File: src/rtl/burst_feeder_pkg.sv
package burst_feeder_pkg;
    typedef enum logic [1:0] {
        ST_IDLE = 2'd0,
        ST_REQ  = 2'd1,
        ST_XFER = 2'd2
    } feed_st_e;
endpackage

File: src/rtl/burst_feeder_ctr.sv
module burst_feeder_ctr #(
    parameter int LIMIT = 1024,
    localparam int CW = $clog2(LIMIT + 1)
) (
    input  logic          clk,
    input  logic          rst_n,
    input  logic          clr_i,
    input  logic          inc_i,
    output logic [CW-1:0] cnt_o,
    output logic          full_o
);
    typedef struct packed {
        logic [CW-1:0] cnt;
    } ctr_s;

    ctr_s ctr_d, ctr_q;

    assign full_o = (ctr_q.cnt == CW'(LIMIT));
    assign cnt_o  = ctr_q.cnt;

    always_comb begin
        ctr_d = ctr_q;
        if (clr_i) begin
            ctr_d.cnt = '0;
        end else if (inc_i && !full_o) begin
            ctr_d.cnt = ctr_q.cnt + CW'(1);
        end
    end

    always_ff @(posedge clk or negedge rst_n) begin
        if (!rst_n) ctr_q <= '0;
        else        ctr_q <= ctr_d;
    end

    // an accepted increment moves the count by exactly one
    p_step_r5: assert property (@(posedge clk) disable iff (!rst_n)
        (inc_i && !clr_i && !full_o) |=> (cnt_o == $past(cnt_o) + CW'(1)));

    // without increment or clear the count holds
    p_hold_r9: assert property (@(posedge clk) disable iff (!rst_n)
        (!inc_i && !clr_i) |=> $stable(cnt_o));
endmodule

File: src/rtl/burst_feeder_mux.sv
module burst_feeder_mux #(
    parameter int WORD_W = 32
) (
    input  logic              sel_attr_i,
    input  logic [WORD_W-1:0] attr_i,
    input  logic [WORD_W-1:0] mem_i,
    output logic [WORD_W-1:0] dout_o
);
    always_comb begin
        dout_o = sel_attr_i ? attr_i : mem_i;
    end
endmodule

File: src/rtl/burst_feeder.sv
module burst_feeder
    import burst_feeder_pkg::*;
#(
    parameter int WORD_W      = 32,
    parameter int BLOCK_BYTES = 4096,
    localparam int DEPTH = BLOCK_BYTES / (WORD_W / 8),
    localparam int AW    = $clog2(DEPTH),
    localparam int CW    = $clog2(DEPTH + 1)
) (
    input  logic              clk,
    input  logic              rst_n,
    input  logic              go_i,
    input  logic [WORD_W-1:0] attr_i,
    output logic              req_o,
    input  logic              attr_vld_i,
    input  logic              data_nxt_i,
    output logic [WORD_W-1:0] dout_o,
    output logic              ram_rd_o,
    output logic [AW-1:0]     ram_addr_o,
    input  logic [WORD_W-1:0] ram_rdata_i,
    output logic              done_o
);
    typedef struct packed {
        feed_st_e st;
        logic     done;
    } feed_s;

    feed_s feed_d, feed_q;

    logic          rd_inc, tk_inc, cnt_clr, sel_attr;
    logic [CW-1:0] rd_cnt, tk_cnt;
    logic          rd_full, tk_full;

    always_comb begin
        feed_d      = feed_q;
        feed_d.done = 1'b0;
        rd_inc      = 1'b0;
        tk_inc      = 1'b0;
        cnt_clr     = 1'b0;
        sel_attr    = 1'b0;
        unique case (feed_q.st)
            ST_IDLE: begin
                if (go_i) feed_d.st = ST_REQ;
            end
            ST_REQ: begin
                if (attr_vld_i) begin
                    sel_attr  = 1'b1;
                    rd_inc    = 1'b1;
                    feed_d.st = ST_XFER;
                end
            end
            ST_XFER: begin
                if (data_nxt_i) begin
                    tk_inc = 1'b1;
                    if (!rd_full) rd_inc = 1'b1;
                    if (tk_cnt == CW'(DEPTH - 1)) begin
                        feed_d.st   = ST_IDLE;
                        feed_d.done = 1'b1;
                        cnt_clr     = 1'b1;
                    end
                end
            end
            default: feed_d.st = ST_IDLE;
        endcase
    end

    always_ff @(posedge clk or negedge rst_n) begin
        if (!rst_n) begin
            feed_q.st   <= ST_IDLE;
            feed_q.done <= 1'b0;
        end else begin
            feed_q <= feed_d;
        end
    end

    burst_feeder_ctr #(.LIMIT(DEPTH)) u_rd_ctr (
        .clk    (clk),
        .rst_n  (rst_n),
        .clr_i  (cnt_clr),
        .inc_i  (rd_inc),
        .cnt_o  (rd_cnt),
        .full_o (rd_full)
    );

    burst_feeder_ctr #(.LIMIT(DEPTH)) u_tk_ctr (
        .clk    (clk),
        .rst_n  (rst_n),
        .clr_i  (cnt_clr),
        .inc_i  (tk_inc),
        .cnt_o  (tk_cnt),
        .full_o (tk_full)
    );

    burst_feeder_mux #(.WORD_W(WORD_W)) u_mux (
        .sel_attr_i (sel_attr),
        .attr_i     (attr_i),
        .mem_i      (ram_rdata_i),
        .dout_o     (dout_o)
    );

    assign req_o      = (feed_q.st == ST_REQ);
    assign done_o     = feed_q.done;
    assign ram_rd_o   = rd_inc;
    assign ram_addr_o = rd_cnt[AW-1:0];

    // request holds until the attribute strobe arrives
    p_req_hold_r2: assert property (@(posedge clk) disable iff (!rst_n)
        (req_o && !attr_vld_i) |=> req_o);

    // first read of the block starts in the attribute cycle at address 0
    p_first_fetch_r3: assert property (@(posedge clk) disable iff (!rst_n)
        (req_o && attr_vld_i) |-> (ram_rd_o && ram_addr_o == '0));

    // the take counter never passes the block size
    p_no_overtake_r6: assert property (@(posedge clk) disable iff (!rst_n)
        !tk_full);

    // once all reads are issued, no further read is requested
    p_no_overread_r6: assert property (@(posedge clk) disable iff (!rst_n)
        rd_full |-> !ram_rd_o);

    // done is a single-cycle pulse and the feeder is idle after it
    p_done_pulse_r7: assert property (@(posedge clk) disable iff (!rst_n)
        done_o |=> (!done_o && !req_o));

    // idle feeder shows the buffer register and issues no read
    p_idle_quiet_r8: assert property (@(posedge clk) disable iff (!rst_n)
        (feed_q.st == ST_IDLE) |-> (!ram_rd_o && dout_o == ram_rdata_i));
endmodule

File: config.mk
export PLATFORM = sky130hd
export DESIGN_NAME = burst_feeder
export DESIGN_NICKNAME = d
export VERILOG_FILES = /design/src/rtl/burst_feeder_pkg.sv /design/src/rtl/burst_feeder_ctr.sv /design/src/rtl/burst_feeder_mux.sv /design/src/rtl/burst_feeder.sv
export SDC_FILE = /design/constraint.sdc
export NUM_CORES = 1
export LEC_CHECK = 0
export BUFFER_PORTS_ARGS = -buffer_cell sky130_fd_sc_hd__buf_4
export CORE_ASPECT_RATIO = 1.5
export CORE_MARGIN = 1
export CORE_UTILIZATION = 25
export DETAILED_ROUTE_END_ITERATION = 8
export GPL_TIMING_DRIVEN = 0
export HOLD_SLACK_MARGIN = 0.1
export PLACE_DENSITY_LB_ADDON = 0.15
export RECOVER_POWER = 100
export SETUP_SLACK_MARGIN = 0.02
export SKIP_CTS_REPAIR_TIMING = 1
export SLEW_MARGIN = 15
export SYNTH_ARGS = -nofsm -noshare
export SYNTH_HDL_FRONTEND = slang
export SYNTH_HIERARCHICAL = 1
export SYNTH_SLANG_ARGS = --single-unit
File: constraint.sdc
create_clock -name clk -period 4.4 [get_ports clk]
set_input_delay 0.66 -clock clk [delete_from_list [all_inputs] [get_ports clk]]
set_output_delay 0.66 -clock clk [all_outputs]
set_load 0.05 [all_outputs]
After elaboration in Yosys (flattened, before gate mapping). Cells that the tools add are included.

Logic and storage cells: 44. Output and inout bits: 45. Bits in registers: 25.

Eq/ne operators: 9. $add $sub $neg: 2. Mux-type cells: 21. Reduce and logical (&&, ||, !) cells: 8.

Operator list (number): 2-to-1 mux 11 bit (4); 2-to-1 mux 32 bit (1); adder 11 x 1 -> 11 bit (second input constant) (2); == test 11 bit (second input constant) (2); == test 11 x 10 -> 1 bit (second input constant) (1); 2-to-1 mux 1 bit (10); 2-to-1 mux 3 bit (2); != test 2 bit (second input constant) (3); case mux 2 bit (3 select lines) (1); 2-to-1 mux 2 bit (2); AND reduction 4 bit (1); nonzero test 2 bit (2); == test 2 x 1 -> 1 bit (second input constant) (1); == test 2 bit (second input constant) (1); logical AND 1 bit (2); zero test 1 bit (2); zero test 2 bit (1); != test 2 x 1 -> 1 bit (second input constant) (1); case mux 1 bit (2 select lines) (1).

Longest topological paths before layout.
Word-level depth: 7. Mapped depth: 10. Mapped depth without buffers: 9.

Modules after synthesis. Netlist, hierarchy kept.

By module, submodules not included: burst_feeder_ctr (times used 2, cells an instance 78, area each 705.7 um^2); burst_feeder_mux (times used 1, cells an instance 36, area each 544.3 um^2); burst_feeder (times used 1, cells an instance 24, area each 265.3 um^2).

Least setup slack after synthesis. Ideal clock, no wire load.

Path type: flip-flop to flip-flop. Start point: register u_rd_ctr.ctr_q (netlist bit u_rd_ctr/cnt_o[0]). End point: register u_rd_ctr.ctr_q (netlist bit u_rd_ctr/cnt_o[10]). Data required time: 4.322 ns. Cell stages (with the launch flop): 11. Setup time: 0.078 ns. Period minus slack after synthesis: 2.975 ns. Arrival: 2.897 ns. Setup slack: 1.425 ns. Path through: dfrtp_1 > inv_1 > ha_1 > and2_0 > and3_1 > nor2b_1 > o21a_1 > buf_2 > nand4_1 > or4_1 > a21oi_1.

Cells in the longest elaborated chain, start to end: 6. Elaborated cells on any way between the ends: 10. Those cells by class: 1 x add/sub; 1 x eq/ne; 5 x mux; 3 x reduce/logical.

RTL lines: start, declared (RTL line burst_feeder_ctr.sv:16) `ctr_s ctr_d, ctr_q;`; start signal, assigned (RTL line burst_feeder_ctr.sv:32) `else ctr_q <= ctr_d;`; == test 11 bit (RTL line burst_feeder_ctr.sv:18) `assign full_o = (ctr_q.cnt == CW'(LIMIT));`; named net rd_full (RTL line burst_feeder.sv:32) `logic rd_full, tk_full;`; 2-to-1 mux 1 bit (RTL line burst_feeder.sv:55) `if (!rd_full) rd_inc = 1'b1;`; 2-to-1 mux 1 bit (RTL line burst_feeder.sv:53) `if (data_nxt_i) begin`; case mux 1 bit (2 select lines) (RTL line burst_feeder.sv:41) `unique case (feed_q.st)`; named net ram_rd_o (RTL line burst_feeder.sv:18) `output logic ram_rd_o,`; logical AND 1 bit (RTL line burst_feeder_ctr.sv:25) `end else if (inc_i && !full_o) begin`; nonzero test 2 bit (no source line).

The timed path passes the listed nets, and every way through them passes these cells. The select of a mux whose other input is x is not followed. A chain may end at the register's enable or synchronous reset.

Worst setup path after layout.
Start point: register feed_q[2] (netlist bit). End point: output dout_o[23].

Cells in the longest elaborated chain, start to end: 3.

RTL lines: start, declared (RTL line burst_feeder.sv:28) `feed_s feed_d, feed_q;`; == test 2 x 1 -> 1 bit (RTL line burst_feeder.sv:41); 2-to-1 mux 1 bit (RTL line burst_feeder.sv:41); named net sel_attr (RTL line burst_feeder.sv:30) `logic rd_inc, tk_inc, cnt_clr, sel_attr;`; 2-to-1 mux 32 bit (RTL line burst_feeder_mux.sv:10) `dout_o = sel_attr_i ? attr_i : mem_i;`; end, declared (RTL line burst_feeder.sv:17) `output logic [WORD_W-1:0] dout_o,`.

The timed path passes the listed nets, and every way through them passes these cells.

==> results.cfg <==
[finish]
layout_commonest_cell = buf_4
fillCellCount = 939
final_util_pct = 36.0
final_layout_size_suffix_gt1_share_pct = 37.5
n_antenna_cell = 0
multi_input_area_um2 = 1350
nets = 411
layout_common_cells = buf_4, dfrtp_1, mux2_1
seqCellArea_um2 = 626
area_delta_synth_final_pct = 38.4
stdcell_count = 440

[floorplan]
core_um2 = 8520
start_util_pct = 26.0
fp.dieH_um = 117
rows = 41
dieArea_um2 = 9250
ioPinCount = 114
dieWidth_um = 78.9

[power_and_ir_drop]
peakVddDrop_mv = 0.208
seqPwrFrac_pct = 25.1
pwr-share-clk_pct = 15.2
p_total_mw = 1.41
combPwrFrac_pct = 59.7
internal_power_uw = 701
leakagePower_nw = 1.40
p_per_area_nw_per_um2 = 461
p_sw_uw = 713
swShare_pct = 50.4

[clock_network]
clk_latency_ps = 270
ctsRootBufferMaster = clkbuf_16
cts_tree = built
cts_buffer_depth = 2
cts_max_level = 1
clkSinkCount = 25
cts_inserted_buffers = 3
path_clk_slew_ps = 70

[sta]
setup_viol = 0
tightest_slew_ps = 1460
finalClockSkew_ps = 4.01
slew_headroom_pct = 2.45
finalHoldViolCount = 0
hold_ws_ps = 564
tns_ps = 0
slew_violations = 0
min_period_ps = 3290
finalCritPeriodShare_pct = 74.9
rsz0062_at_grt = false
fmax_mhz = 304

[placed_design]
gp_congestion = 0.708
place_hpwl_um = 5450
dp_cells = 436
numPortBuffers = 113

[critical_path]
cp-end-kind = output port
crit_required_ps = 3740
crit_path_start_kind = register
cpMostUsedCell = clkbuf_1
path_max_fanout = 10
max_stage_delay_ps = 520
arrival_ps = 2630
slowest_stage = clkbuf_1
critPathKind = register to output port
cp_cell_sequence = inv_1, ha_1, and2_0, clkbuf_1, clkbuf_1, mux2_4, clkbuf_1

[global_route]
grt_pass1_wl_um = 10300
antenna_found_initial = 0
grt_start_max_net_pins = 26
grtUsageTotal_pct = 14.1
grt_overflow = 0
grt_pass1_vias = 2060

[run]
maxCapViolCount = 0

[route]
avgViaCountPerCell = 4.86
drt-total-wl_um = 6720
via_count = 2138
ant_nets = 0
drt_iter0_drc = 74
remaining_drc_errors = 0
post_drt_wl_per_cell_um = 15.3
firstDrtPassIters = 4

[worst_hold_path]
min_path_type = register to register

[synth]
syn_area_per_cell_um2 = 10.3
synth_fp_nets = 292
postSynthCellCount = 215
yosysWarnings = 6
synthesis.area_um2 = 2210

[status]
outcome = completed
==> per-layer routing <==
metal  vias to the layer above  global-route usage (%)  wire length, um
li1                       1051                       -                -
met1                      1018                    15.0             2520
met2                        65                    28.2             3830
met3                         4                    2.25              332
met4                         0                    3.64               35
met5                         -                       0                0
==> registers in the layout (all words and copies together) (netlist names) <==
| register | flops |
|---|---|
| feed_q | 2 |
| done_o | 1 |
| u_tk_ctr/cnt_o | 11 |
| u_rd_ctr/cnt_o | 11 |
==> power groups by stage <==
stage	Clock [mW]	Sequential, mW	Combinational, mW
4_1_cts	0.221	0.358	0.972
3_5_place_dp	0	0.360	0.971
6_report	0.214	0.355	0.845
5_1_grt	0.227	0.369	0.910
2_1_floorplan	0	0.395	0.671
3_3_place_gp	0	0.361	0.962
==> metrics by stage <==
step,instance area [um^2],worst slack (ps)
floorplan,2210,1420
global placement,3200,562
detailed placement,3210,1600
CTS,3290,1630
global route,3070,902
finish,3070,1110
==> cell type report <==
class | instances | share of cell area (%)
multi-input cells | 170 | 44.0
repair buffers | 114 | 26.0
flip-flops and latches | 25 | 20.4
well taps | 107 | 4.37
clock buffers | 3 | 2.45
inverters | 12 | 1.47
plain buffers | 8 | 1.06
clock inverters | 1 | 0.245
==> path summary, 6_finish.rpt <==
check | start | cells after the start | endpoint | slack [ps]
setup / recovery | feed_q[2]$_DFFE_PN0P_ | 7 | dout_o[23] | 1110
hold / removal | feed_q[2]$_DFFE_PN0P_ | 1 | feed_q[2]$_DFFE_PN0P_ | 560
setup reg to reg | feed_q[1]$_DFFE_PN0P_ | 9 | u_rd_ctr/cnt_o[1]$_DFFE_PN0P_ | 1390
hold reg to reg | feed_q[2]$_DFFE_PN0P_ | 1 | feed_q[2]$_DFFE_PN0P_ | 560
max in group asynchronous | rst_n | 1 | u_tk_ctr/cnt_o[1]$_DFFE_PN0P_ | 2820
min in group asynchronous | rst_n | 1 | u_rd_ctr/cnt_o[5]$_DFFE_PN0P_ | 730
==> worst max-delay path, delay by kind of cell (launching register included) <==
family        cells  cell delay (ps)
buf+inv           4             1340
flops             1              410
mux               1              260
fa+ha+maj         1              180
simple gates      1              170
Power figures use the tool's default switching activity.
